File: src/rtl/ibs_pkg.sv
package ibs_pkg;
  localparam int RATIO_W = 2;

  typedef enum logic [1:0] {
    ST_IDLE   = 2'd0,
    ST_SETUP  = 2'd1,
    ST_ACTIVE = 2'd2,
    ST_TURN   = 2'd3
  } ibs_state_t;

  // Strobe low length in bus clocks, rounded up.
  function automatic int strobe_cycles(input logic [RATIO_W-1:0] r, input logic wr);
    if (wr) return 4;
    case (r)
      2'd0:    return 8;
      2'd1:    return 11;
      2'd2:    return 15;
      default: return 17;
    endcase
  endfunction

  // Edge (counted from strobe fall) at which read data is valid.
  function automatic int sample_cycles(input logic [RATIO_W-1:0] r);
    case (r)
      2'd0:    return 8;
      2'd1:    return 10;
      2'd2:    return 13;
      default: return 17;
    endcase
  endfunction

  // Inactive gap after the strobe rises.
  function automatic int turn_cycles(input logic [RATIO_W-1:0] r, input logic wr);
    if (!wr) return 3;
    case (r)
      2'd0:    return 3;
      2'd1:    return 6;
      2'd2:    return 8;
      default: return 10;
    endcase
  endfunction
endpackage

File: src/rtl/ibs_timing.sv
module ibs_timing
  import ibs_pkg::*;
#(
  parameter int CNT_W = 5
) (
  input  logic [RATIO_W-1:0] ratio,
  input  logic               is_write,
  output logic [CNT_W-1:0]   act_last,
  output logic [CNT_W-1:0]   smp_left,
  output logic [CNT_W-1:0]   turn_last
);
  int act_n, smp_n, turn_n;

  always_comb begin
    act_n     = strobe_cycles(ratio, is_write);
    smp_n     = sample_cycles(ratio);
    turn_n    = turn_cycles(ratio, is_write);
    act_last  = CNT_W'(act_n - 1);
    smp_left  = CNT_W'(act_n - smp_n);
    turn_last = CNT_W'(turn_n - 1);
  end
endmodule

File: src/rtl/ibs_timer.sv
module ibs_timer #(
  parameter int W = 5
) (
  input  logic         clk,
  input  logic         rst,
  input  logic         load,
  input  logic [W-1:0] load_val,
  output logic [W-1:0] cnt,
  output logic         zero
);
  always_ff @(posedge clk) begin
    if (rst)        cnt <= '0;
    else if (load)  cnt <= load_val;
    else if (!zero) cnt <= cnt - 1'b1;
  end

  assign zero = (cnt == '0);
endmodule

File: src/rtl/ibs_data.sv
module ibs_data #(
  parameter int DW = 16
) (
  input  logic          clk,
  input  logic          rst,
  input  logic          latch,
  input  logic [DW-1:0] wdata_in,
  input  logic          capture,
  input  logic [DW-1:0] din,
  output logic [DW-1:0] wdata_q,
  output logic [DW-1:0] rdata_q
);
  always_ff @(posedge clk) begin
    if (rst) begin
      wdata_q <= '0;
      rdata_q <= '0;
    end else begin
      if (latch)   wdata_q <= wdata_in;
      if (capture) rdata_q <= din;
    end
  end
endmodule

File: src/rtl/ibs_seq.sv
module ibs_seq
  import ibs_pkg::*;
#(
  parameter int DW    = 16,
  parameter int CNT_W = 5
) (
  input  logic               clk,
  input  logic               rst,
  input  logic [RATIO_W-1:0] cfg_ratio,
  input  logic               req,
  input  logic               req_write,
  input  logic               req_a0,
  input  logic [DW-1:0]      req_wdata,
  output logic               ready,
  output logic               ack,
  output logic [DW-1:0]      rsp_rdata,
  output logic               bus_a0,
  output logic               bus_rw_n,
  output logic               bus_cs_n,
  output logic               bus_ub_n,
  output logic               bus_lb_n,
  output logic [DW-1:0]      bus_dout,
  output logic               bus_oe,
  input  logic [DW-1:0]      bus_din
);
  ibs_state_t         state;
  logic               lat_write;
  logic [RATIO_W-1:0] lat_ratio;
  logic [CNT_W-1:0]   act_last, smp_left, turn_last;
  logic [CNT_W-1:0]   tmr_cnt, tmr_val;
  logic               tmr_zero, tmr_load;
  logic               take, grab;

  assign take     = (state == ST_IDLE) && req;
  assign tmr_load = (state == ST_SETUP) || ((state == ST_ACTIVE) && tmr_zero);
  assign tmr_val  = (state == ST_SETUP) ? act_last : turn_last;
  assign grab     = (state == ST_ACTIVE) && !lat_write && (tmr_cnt == smp_left);

  ibs_timing #(.CNT_W(CNT_W)) u_timing (
    .ratio    (lat_ratio),
    .is_write (lat_write),
    .act_last (act_last),
    .smp_left (smp_left),
    .turn_last(turn_last)
  );

  ibs_timer #(.W(CNT_W)) u_timer (
    .clk     (clk),
    .rst     (rst),
    .load    (tmr_load),
    .load_val(tmr_val),
    .cnt     (tmr_cnt),
    .zero    (tmr_zero)
  );

  ibs_data #(.DW(DW)) u_data (
    .clk     (clk),
    .rst     (rst),
    .latch   (take),
    .wdata_in(req_wdata),
    .capture (grab),
    .din     (bus_din),
    .wdata_q (bus_dout),
    .rdata_q (rsp_rdata)
  );

  always_ff @(posedge clk) begin
    if (rst) begin
      state     <= ST_IDLE;
      ready     <= 1'b1;
      ack       <= 1'b0;
      bus_a0    <= 1'b0;
      bus_rw_n  <= 1'b1;
      bus_cs_n  <= 1'b1;
      bus_ub_n  <= 1'b1;
      bus_lb_n  <= 1'b1;
      bus_oe    <= 1'b0;
      lat_write <= 1'b0;
      lat_ratio <= '0;
    end else begin
      ack <= 1'b0;
      unique case (state)
        ST_IDLE: if (req) begin
          state     <= ST_SETUP;
          ready     <= 1'b0;
          bus_a0    <= req_a0;
          bus_rw_n  <= !req_write;
          bus_oe    <= req_write;
          lat_write <= req_write;
          lat_ratio <= cfg_ratio;
        end
        ST_SETUP: begin
          state    <= ST_ACTIVE;
          bus_cs_n <= 1'b0;
          bus_ub_n <= !lat_write;
          bus_lb_n <= lat_write;
        end
        ST_ACTIVE: if (tmr_zero) begin
          state    <= ST_TURN;
          bus_cs_n <= 1'b1;
          bus_ub_n <= 1'b1;
          bus_lb_n <= 1'b1;
          ack      <= 1'b1;
        end
        ST_TURN: if (tmr_zero) begin
          state  <= ST_IDLE;
          ready  <= 1'b1;
          bus_oe <= 1'b0;
        end
        default: state <= ST_IDLE;
      endcase
    end
  end
endmodule

File: config.mk
export PLATFORM = sky130hd
export DESIGN_NAME = ibs_seq
export DESIGN_NICKNAME = d
export VERILOG_FILES = /design/src/rtl/ibs_pkg.sv /design/src/rtl/ibs_timing.sv /design/src/rtl/ibs_timer.sv /design/src/rtl/ibs_data.sv /design/src/rtl/ibs_seq.sv
export SDC_FILE = /design/constraint.sdc
export NUM_CORES = 1
export LEC_CHECK = 0
export CORE_UTILIZATION = 35
export CTS_CLUSTER_DIAMETER = 150
export DETAILED_ROUTE_END_ITERATION = 8
export DONT_BUFFER_PORTS = 1
export GPL_TIMING_DRIVEN = 0
export REMOVE_ABC_BUFFERS = 1
export SLEW_MARGIN = 20
export SYNTH_ARGS = -nofsm -noshare
export SYNTH_HDL_FRONTEND = slang
export SYNTH_HIERARCHICAL = 1
export SYNTH_SLANG_ARGS = --single-unit
File: constraint.sdc
create_clock -name clk -period 2.8 [get_ports clk]
set_input_delay 0.42 -clock clk [delete_from_list [all_inputs] [get_ports clk]]
set_output_delay 0.42 -clock clk [all_outputs]
set_load 0.005 [all_outputs]
==> results.md <==
- Outcome: completed
- Peak Freq: 375 MHz
- Met2 Use GR: 20.9%
- Final period demand of the worst path: 2.67 ns
- # rows: 30
- Share of cells above drive strength 1: 14.0%
- Pleak: 1.05 nW
- WS Path Type: reg2reg
- Die area: 7470 sq um
- Pin count of the biggest net entering global routing: 48
- RSZ-0062 raised after global routing: yes
- Total Neg Setup Slack: 0 ns
- CTS root buffer: clkbuf_8
- Non-filler cells, final: 361
- Commonest non-fill, non-tap cells in the layout: dfxtp_1, nor2_1, mux2i_1, nand2_1, inv_1
- Vias: 1747
- Register area: 1010 sq um
- CTS sink count: 50
- Hold Vio Cnt, Final: 0
- Vert. Die Dim: 86.4 um
- Flops & latches, synth: 50
- Cell taking the most area after synthesis: dfxtp_1
- Hold WC Path Type: in2reg
- Starting density of the core: 36.5%
- Cts hold-fix bufs: 0
- Most common cell after layout, fill and taps aside: dfxtp_1
- Detailed Place HPWL: 3300 um
- Drt first pass iters: 4
- Cell count after synthesis: 261
- Crit-path cells: inv_4 -> ha_4 -> nor2b_4 -> or4_4 -> a22oi_2 -> xnor2_1 -> nand4_1 -> nor4b_2 -> buf_4 -> buf_8 -> buf_8 -> mux2i_1 -> nor2_1
- Worst-margin pin slew: 0.779 ns
- Max-slew violations: 0
- CTS max path bufs: 2
- Global route hottest layer: met2
- Htree depth: 2
- Overflow after GRT: 0
- Quantity of I/O buffers inserted on ports: 0
- Crit path buffers/inverters: 4
- Critical Path Sink Type: flop
- Grt met1 use: 15.5%
- CTS tree: yes
- Antenna-violating nets left: 0
- Io pins: 79
- FILL cells: 734
- Antenna violations before repair: 0
- Clk Latency, worst-skew pair: 0.30 ns
- First-pass GRT wire length: 7450 um
- Max_slew headroom: 48.0%
- Die W: 86.4 um
- Placed insts: 348
- Most frequent cell on the critical path: buf_8
- Skew final: 0.00604 ns
- M3 GR Usage: 4.38%
- Vias/cell: 4.84
- Max-cap viol count: 0
- Area of placed instances: 2540 sq um
- Worst setup SP type: flop
- Critical path required time: 3.01 ns
- Diodes inserted: 0
- Post-synthesis cell type count: 47
- Final #Nets: 316
- Vias in the first global route: 1677
- Tcrit/Tclk final: 95.2%
- Max IR drop VDD: 0.373 mV
- Synth top area cells: dfxtp_1, mux2i_1, ha_1
- Ys Warns: 6
- Final setup margin: 0.134 ns
- Residual DRC: 0
- Critical path's slowest cell: or4_4
- Multi-input logic area: 1380 sq um
- Max incr delay on CP: 0.42 ns
- Data arrival, critical path: 2.87 ns
- Routability cong.: 0.701
- Seq/Total Area, Yosys: 40.1%
- Largest delay contributor family on the critical path: simple AND/OR/NAND/NOR gates
- CTS Buf Count: 5
- Crit Path Max Fanout: 6
- Iteration-0 DRC Markers: 58
- Final instance area: 2760 sq um
- Area share of the largest cell type after synthesis: 40.1%
- Core Area: 6830 sq um
- Placement Setup Slack: -0.403 ns
- WL/cell: 13.3 um
- Pwr dens: 915 nW/um^2
- GRT Total Usage: 12.5%
- Post-Syn Area: 2490 sq um
- Total Wirelength: 4810 um
- Reg clk slew, reported paths: 0.10 ns
- Final setup fails: 0
- Hold WS: 0.169 ns
- Synth Area per Inst: 9.55 sq um
- Area grow syn2layout: 10.5%
cells in the mapped netlist, drive strengths merged:
library cell and number:
nand2b 6, nand3 4, inv 14, mux2i 32, o21a 2, buf 9
nor3b 2, dfxtp 50, a21oi 10, nand2 13, nor2b 7, nor4 1
o211a 1, and4 1, o2111ai 1, clkbuf 3, a21bo 1, or4 2
o31ai 2, ha 13, o211ai 3, or3 2, a22oi 1, nor4b 2
o311ai 1, mux2 5, a311o 1, a211oi 2, nor2 38, xor2 3
nor3 2, a311oi 1, o21ai 8, nand4 2, or2 1, and2 5
a21o 1, xnor2 9
worst reg2reg max path, cell delays in order, from the launching register on:
cell and delay, ns:
dfxtp_4 0.37, inv_4 0.04, ha_4 0.24, nor2b_4 0.12, or4_4 0.42, a22oi_2 0.20, xnor2_1 0.14, nand4_1 0.13
nor4b_2 0.27, buf_4 0.16, buf_8 0.11, buf_8 0.12, mux2i_1 0.19, nor2_1 0.05
per-layer routing:
layer | wire, um | share of wire [%]
met1 | 2250 | 47
met2 | 2210 | 46
met3 | 304 | 6.3
met4 | 36 | 0.75
met5 | 0 | 0
through the flow:
stage          total power, mW  util, %
4_1_cts                   2.50     39.4
3_5_place_dp              1.95     37.2
3_3_place_gp              1.92     36.8
2_1_floorplan             1.75        -
6_report                  2.52     40.3
5_1_grt                   2.70     40.3
timing repair:
| action | 4_1_cts | 5_1_grt |
|---|---|---|
| endpoints found under the setup margin | 16 | 7 |
| buffers inserted | 3 | 2 |
| pin swaps | 0 | 5 |
| gates resized for setup | 6 | 12 |
logic make-up after synthesis:
kind of cell | after synthesis | share of synthesized area, %
adder cells (fa/ha/maj) | 13 | 6.52
XOR/XNOR | 12 | 4.22
AO/OA/AOI/OAI | 35 | 9.58
AND/OR/NAND/NOR | 88 | 18.2
multiplexers | 37 | 15.1
buffers and inverters | 26 | 6.22
flip-flops | 50 | 40.1
registers in the layout (all words and copies together) (netlist names):
register        cells
ack                 1
bus_a0              1
bus_cs_n            1
bus_lb_n            1
bus_oe              1
bus_rw_n            1
bus_ub_n            1
lat_ratio           2
lat_write           1
ready               1
state               2
u_data/rdata_q     16
u_data/wdata_q     16
u_timer/cnt         5
worst paths after layout:
check | to | cells past startpoint | slack, ns | startpoint
max | u_data/rdata_q[7] | 13 | 0.13 | lat_ratio[0]
min | u_data/wdata_q[9] | 1 | 0.17 | rst
max reg2reg | u_data/rdata_q[7] | 13 | 0.13 | lat_ratio[0]
min reg2reg | bus_a0 | 2 | 0.48 | bus_a0
final cells by class:
| type | count | area share, % |
|---|---|---|
| Timing Repair Buffer | 8 | 2.72 |
| Clock inverter | 3 | 1.77 |
| Multi-Input combinational cell | 185 | 49.9 |
| Tap cell | 96 | 4.36 |
| Inverter | 14 | 2.09 |
| Sequential cell | 50 | 36.6 |
| Clock buffer | 5 | 2.50 |
power by group:
group          internal (mW)  switching, mW
logic                  0.478          0.513
registers              0.856          0.146
clock network          0.272          0.258
Power figures use the tool's default switching activity.
